`src/rtl/shuf_fault_pkg.sv`:
```
package shuf_fault_pkg;

  typedef enum logic [1:0] {
    MODE_REAL = 2'd0,
    MODE_PROT = 2'd1,
    MODE_LONG = 2'd2,
    MODE_RSVD = 2'd3
  } opMode_e;

  // fault vector bit positions, lowest index is highest priority
  localparam int FAULT_N = 5;
  localparam int FLT_UD  = 0;
  localparam int FLT_NM  = 1;
  localparam int FLT_GP  = 2;
  localparam int FLT_MF  = 3;
  localparam int FLT_AC  = 4;

  localparam logic [1:0] USER_CPL = 2'd3;

  // strobes from control decode into the address/priority datapath
  typedef struct packed {
    logic udHit;
    logic nmHit;
    logic mfHit;
    logic chkWideAlign;
    logic chkLegacyAlign;
    logic chkRealRange;
    logic chkCanon;
  } ctrlStrobe_t;

endpackage

```
`src/rtl/fault_cond_ctrl.sv`:
```
module fault_cond_ctrl
  import shuf_fault_pkg::*;
(
  input  logic        isWide,
  input  logic        crEmul,
  input  logic        crTaskSw,
  input  logic        osSaveEn,
  input  logic        vecCapable,
  input  logic        lockPfx,
  input  logic        memOp,
  input  logic [1:0]  opMode,
  input  logic        fpPending,
  input  logic        alignChkEn,
  input  logic [1:0]  cpl,
  output ctrlStrobe_t stb
);

  opMode_e modeDec;
  logic    wideGate;
  logic    userAc;

  always_comb begin
    modeDec  = opMode_e'(opMode);
    // the 128-bit form needs both the OS save support and the capability bit
    wideGate = isWide & (~osSaveEn | ~vecCapable);
    userAc   = alignChkEn & (cpl == USER_CPL);

    stb                = '0;
    stb.udHit          = crEmul | lockPfx | wideGate;
    stb.nmHit          = crTaskSw;
    stb.mfHit          = ~isWide & fpPending;
    stb.chkWideAlign   = isWide & memOp;
    stb.chkLegacyAlign = ~isWide & memOp & userAc;
    stb.chkRealRange   = memOp & (modeDec == MODE_REAL);
    stb.chkCanon       = memOp & (modeDec == MODE_LONG);
  end

  // a wide operand never asks for a math fault
  always_comb begin
    if (isWide) begin
      a_r7_wide_no_mf: assert (!stb.mfHit) else $error("mf strobe on wide class");
    end
  end

endmodule

```
`src/rtl/fault_addr_path.sv`:
```
module fault_addr_path
  import shuf_fault_pkg::*;
#(
  parameter int ADDR_W       = 64,
  parameter int VA_W         = 48,
  parameter int WIDE_BYTES   = 16,
  parameter int LEGACY_BYTES = 8
) (
  input  ctrlStrobe_t        stb,
  input  logic [ADDR_W-1:0]  effAddr,
  input  logic               realRangeErr,
  output logic [FAULT_N-1:0] faultVec,
  output logic               noFault
);

  localparam int WIDE_LSB = $clog2(WIDE_BYTES);
  localparam int LEG_LSB  = $clog2(LEGACY_BYTES);
  localparam int HI_W     = ADDR_W - VA_W + 1;

  logic [HI_W-1:0]    addrHigh;
  logic               nonCanon;
  logic               wideMis;
  logic               legMis;
  logic [FAULT_N-1:0] rawVec;

  always_comb begin
    addrHigh = effAddr[ADDR_W-1:VA_W-1];
    nonCanon = ~((addrHigh == '0) | (addrHigh == '1));
    wideMis  = |effAddr[WIDE_LSB-1:0];
    legMis   = |effAddr[LEG_LSB-1:0];

    rawVec         = '0;
    rawVec[FLT_UD] = stb.udHit;
    rawVec[FLT_NM] = stb.nmHit;
    rawVec[FLT_GP] = (stb.chkWideAlign & wideMis)
                   | (stb.chkRealRange & realRangeErr)
                   | (stb.chkCanon & nonCanon);
    rawVec[FLT_MF] = stb.mfHit;
    rawVec[FLT_AC] = stb.chkLegacyAlign & legMis;
  end

  // priority pick: a bit survives only if every lower index is clear
  genvar gi;
  generate
    for (gi = 0; gi < FAULT_N; gi++) begin : g_prio
      if (gi == 0) begin : g_top
        assign faultVec[gi] = rawVec[gi];
      end else begin : g_rest
        assign faultVec[gi] = rawVec[gi] & ~(|rawVec[gi-1:0]);
      end
    end
  endgenerate

  assign noFault = ~(|faultVec);

  always_comb begin
    a_r9_onehot: assert ($onehot0(faultVec)) else $error("fault vector not one-hot");
    if (stb.udHit) begin
      a_r1_ud_first: assert (faultVec == 5'b00001) else $error("UD did not win");
    end
    if (!stb.udHit && stb.nmHit) begin
      a_r3_nm_second: assert (faultVec == 5'b00010) else $error("NM did not win");
    end
    if (noFault) begin
      a_r10_clean: assert (!stb.udHit && !stb.nmHit && !stb.mfHit)
        else $error("noFault with active strobe");
    end
  end

endmodule

```
`src/rtl/simd_fault_check.sv`:
```
module simd_fault_check
  import shuf_fault_pkg::*;
#(
  parameter int ADDR_W = 64,
  parameter int VA_W   = 48
) (
  input  logic              isWide,
  input  logic              crEmul,
  input  logic              crTaskSw,
  input  logic              osSaveEn,
  input  logic              vecCapable,
  input  logic              lockPfx,
  input  logic              memOp,
  input  logic [ADDR_W-1:0] effAddr,
  input  logic [1:0]        opMode,
  input  logic              realRangeErr,
  input  logic              fpPending,
  input  logic              alignChkEn,
  input  logic [1:0]        cpl,
  output logic [4:0]        faultVec,
  output logic              noFault
);

  ctrlStrobe_t stb;

  fault_cond_ctrl u_ctrl (
    .isWide     (isWide),
    .crEmul     (crEmul),
    .crTaskSw   (crTaskSw),
    .osSaveEn   (osSaveEn),
    .vecCapable (vecCapable),
    .lockPfx    (lockPfx),
    .memOp      (memOp),
    .opMode     (opMode),
    .fpPending  (fpPending),
    .alignChkEn (alignChkEn),
    .cpl        (cpl),
    .stb        (stb)
  );

  fault_addr_path #(
    .ADDR_W       (ADDR_W),
    .VA_W         (VA_W),
    .WIDE_BYTES   (16),
    .LEGACY_BYTES (8)
  ) u_path (
    .stb          (stb),
    .effAddr      (effAddr),
    .realRangeErr (realRangeErr),
    .faultVec     (faultVec),
    .noFault      (noFault)
  );

endmodule

```
`config.mk`:
```
export PLATFORM = sky130hd
export DESIGN_NAME = simd_fault_check
export DESIGN_NICKNAME = d
export VERILOG_FILES = /design/src/rtl/shuf_fault_pkg.sv /design/src/rtl/fault_cond_ctrl.sv /design/src/rtl/fault_addr_path.sv /design/src/rtl/simd_fault_check.sv
export SDC_FILE = /design/constraint.sdc
export NUM_CORES = 1
export LEC_CHECK = 0
export ABC_AREA = 1
export BUFFER_PORTS_ARGS = -buffer_cell sky130_fd_sc_hd__buf_2
export CAP_MARGIN = 20
export CORE_UTILIZATION = 19
export DETAILED_ROUTE_END_ITERATION = 16
export GPL_ROUTABILITY_DRIVEN = 0
export MAX_ROUTING_LAYER = met4
export PLACE_DENSITY = 0.83
export REMOVE_ABC_BUFFERS = 1
export SYNTH_ARGS = -nofsm -noshare
export SYNTH_HDL_FRONTEND = slang
export SYNTH_SLANG_ARGS = --single-unit
```
`constraint.sdc`:
```
create_clock -name vclk -period 1.49
set_clock_uncertainty 0.15 [all_clocks]
set_input_delay 0.298 -clock vclk [all_inputs]
set_output_delay 0.298 -clock vclk [all_outputs]
set_load 0.02 [all_outputs]
```
# Word-level counts from Yosys, hierarchy flattened

Index checks and enable logic that the tools add are counted.

Register bits: 0
Word-level logic and storage cells: 42

Equal/unequal tests: 3
Bitwise operators: 31
Reductions and logical operators: 8

Operators by type and width:

| operator             | number |
|---|---|
| $eq 17x17->1 const B | 1 |
| $logic_not 17->1     | 1 |
| $and 1x1->1          | 16 |
| $not 1->1            | 9 |
| $reduce_or 4->1      | 2 |
| $or 1x1->1           | 6 |
| $reduce_or 3->1      | 2 |
| $reduce_or 5->1      | 1 |
| $eq 2x2->1 const B   | 2 |
| $logic_not 2->1      | 1 |
| $reduce_or 2->1      | 1 |

# Depth between registers and ports, before layout

Depth after elaboration: 10
Gate-level depth with buffers: 8

# By module

A second synthesis with hierarchy kept.

Cell total of the unflattened synthesis: 63
Area total of the unflattened synthesis: 294.0 sq um

Modules (own cells, without submodules):

| module          | times used | cells each | area each (sq um) |
|---|---|---|---|
| fault_addr_path | 1          | 45         | 221.5 |
| fault_cond_ctrl | 1          | 18         | 72.6 |

# Least setup slack after synthesis

OpenSTA, ideal clock, no wires.

Kind: input port to output port
From: in lockPfx
To: out faultVec[2]
Arrival: 1.271 ns
Required time: 1.042 ns
Slack: -0.229 ns
Cell stages on the path: 4
Cells stage by stage: nor2_1 -> nand2_1 -> nor2_2 -> a21boi_0

Longest elaborated chain between the ends: 5

RTL lines:

| item                    | RTL line               | source |
|---|---|---|
| start, declared         | simd_fault_check.sv:12 | `input logic lockPfx,` |
| $or 1x1->1 (2 in a row) | fault_cond_ctrl.sv:29  | `stb.udHit = crEmul \| lockPfx \| wideGate;` |
| via faultVec[0]         | simd_fault_check.sv:20 | `output logic [4:0] faultVec,` |
| $reduce_or 2->1         | fault_addr_path.sv:49  | `assign faultVec[gi] = rawVec[gi] & ~(\|rawVec[gi-1:0]);` |
| $not 1->1               | fault_addr_path.sv:49  |  |
| $and 1x1->1             | fault_addr_path.sv:49  |  |
| end, declared           | simd_fault_check.sv:20 |  |

The timed path passes the listed nets, and every way through them passes these cells.

# Worst setup path in the final report

From: in effAddr[2]
To: out noFault

Longest elaborated chain between the ends: 9
Elaborated cells between the ends (all ways): 15
Classes of those cells: 10 x bitwise; 5 x reduce/logical

RTL lines:

| item                                               | RTL line               | source |
|---|---|---|
| start, declared                                    | simd_fault_check.sv:14 | `input logic [ADDR_W-1:0] effAddr,` |
| $reduce_or 4->1                                    | fault_addr_path.sv:29  | `wideMis = \|effAddr[WIDE_LSB-1:0];` |
| $and 1x1->1                                        | fault_addr_path.sv:35  | `rawVec[FLT_GP] = (stb.chkWideAlign & wideMis)` |
| $or 1x1->1                                         | fault_addr_path.sv:36  | `\| (stb.chkRealRange & realRangeErr)` |
| $or 1x1->1                                         | fault_addr_path.sv:37  | `\| (stb.chkCanon & nonCanon);` |
| $reduce_or 4->1 or $reduce_or 3->1 (tied branches) | fault_addr_path.sv:49  |  |
| $not 1->1                                          | fault_addr_path.sv:49  |  |
| $and 1x1->1                                        | fault_addr_path.sv:49  |  |
| $reduce_or 5->1 (*)                                | fault_addr_path.sv:54  | `assign noFault = ~(\|faultVec);` |
| $not 1->1 (*)                                      | fault_addr_path.sv:54  |  |
| end, declared                                      | simd_fault_check.sv:21 | `output logic noFault` |

Every way passes the cells marked *; elsewhere a longest branch is shown, timed or not.

==> flow_summary.ini <==
[sta]
max_freq_ghz = 0.602
relSlewSlack_pct = 85.3
rsz0062_at_grt = yes
setup_tns_ns = -0.558
setup_ws_ns = -0.172
hold_violations = 0
hold_ws_ns = 0.814
fin_crit_ns = 1.66
period_share_pct = 112
drv_slew = 0
worst_pin_slew_ns = 0.219
final-setup-viol-count = 4

[die]
die_w_um = 39.4
ios = 84
die_h_um = 39.4
floorplan.initialDensity_pct = 20.4
rows = 13
dieArea_sq_um = 1550
core_area_sq_um = 1300

[route]
drt-initial-drc-count = 2
wl_met3_um = 79
ant_nets = 0
drtPass1Iterations = 4
drt-met1-wl_um = 408
wl_met2_um = 641
avgRoutedWirePerCell_um = 9.49
finalWirelength_mm = 1.13
num_vias = 517
viasPerCell = 4.34
drc = 0
top_layer = met3

[logic_synthesis]
synth_top_cell_by_area = nor2_1
yosys_warnings = 0
synth.distinct_cells = 12
syn_avg_cell_area_sq_um = 4.42
synthTopCellsByCount = nor2_1, nand2_1, inv_1
synth_area_sq_um = 265
seq_area_frac_synth_pct = 0
syn_inst = 60
yosysMostFrequentCell = nor2_1
synth_top_area_share_pct = 29.7
ys_top_cells_by_area = nor2_1, nand2_1, inv_1

[worst_setup_path]
endpoint_kind = primary output
cp_max_fo = 3
start_kind = input pin
worst_ep_required_time_ns = 1.04
worst_ep_arrival_time_ns = 1.21
path_class = in2out

[pwr]
power_density_nw_per_um2 = 218
p_leak_nw = 0.347
peakVddDrop_uv = 97.2

[final_layout]
seq_cells = 0
antenna_cells = 0
final_util_pct = 56.1
fill_cells = 126
clock_buffers = 0
multi_input_area_sq_um = 333
design_area_sq_um = 729
drive_gt1_share_pct = 62.5
fin_nets = 184
area_growth_pct = 175
register_area_sq_um = 0

[grt]
grt_pass1_vias = 406
grt_util_all_layers_pct = 13.1
grt_max_degree = 4
gr-total-overflow = 0
antenna_found_initial = 0
grt_pass1_wl_mm = 1.41

[run_status]
violations = setup timing
status = finished, violations left

[clock_tree]
ctsHoldBuffers = 0

[flow_run]
cap_viol_max_count = 0

[placed_design]
dpl.hpwl_um = 782
place_area_sq_um = 504
dp_slack_ns = -0.168
portBuffers = 41

[hold_path]
min_path_type = in2out
## area by class of cell
type	count	area share, %
timing repair buffer	44	48.2
inverter	7	3.60
multi-input combinational	53	45.6
tap	15	2.57
## layer usage
metal | GRT usage (%) | up-vias
met4 | 0 | 0
met1 | 15.0 | 216
met3 | 0 | 0
met2 | 26.7 | 27
li1 | - | 274
met5 | - | -
## critical path, cell delays in order
cell	delay [ns]
buf_6	0.10
nor3_4	0.19
a21oi_2	0.08
nor2_2	0.17
nand4_4	0.12
nor2_1	0.11
buf_4	0.15
## stage by stage
step / instances / power (mW)
after floorplan: 60 / 0.0366
after global placement: 118 / 0.0962
after detailed placement: 118 / 0.0999
after CTS: 119 / 0.136
after global routing: 119 / 0.171
final: 119 / 0.159
## placed cells by master (no fill, tap or decap), drive strengths merged
cell type / count
nand3: 5
nand4: 2
a21oi: 1
a21boi: 1
buf: 44
nor2: 23
inv: 7
nor3: 2
nand2: 19
## report_power, final
| group | internal [mW] | leakage (nW) | switching (mW) |
|---|---|---|---|
| clock | 0 | 0 | 0 |
| combinational | 0.0912 | 0.347 | 0.0675 |
| sequential | 0 | 0 | 0 |
| total | 0.0912 | 0.347 | 0.0675 |
## path summary, 6_finish.rpt
path / start / end / cells past startpoint
worst max-delay path: effAddr[2] / noFault / 7
worst min-delay path: crTaskSw / faultVec[1] / 4
## what timing repair did
| action | 4_1_cts | 5_1_grt |
|---|---|---|
| setup buffers | 1 | 0 |
| resized for setup | 26 | 22 |
| pin swaps | 20 | 15 |
| setup endpoints to repair | 4 | 5 |
## cell families (layout without fill, tap and decap cells)
kind of cell | Yosys count | in the layout | synth area share (%)
and+or+nand+nor | 51 | 51 | 85.4
buffers and inverters | 7 | 51 | 9.91
AOI/OAI and AO/OA | 2 | 2 | 4.72
(Power assumes the default switching activity.)
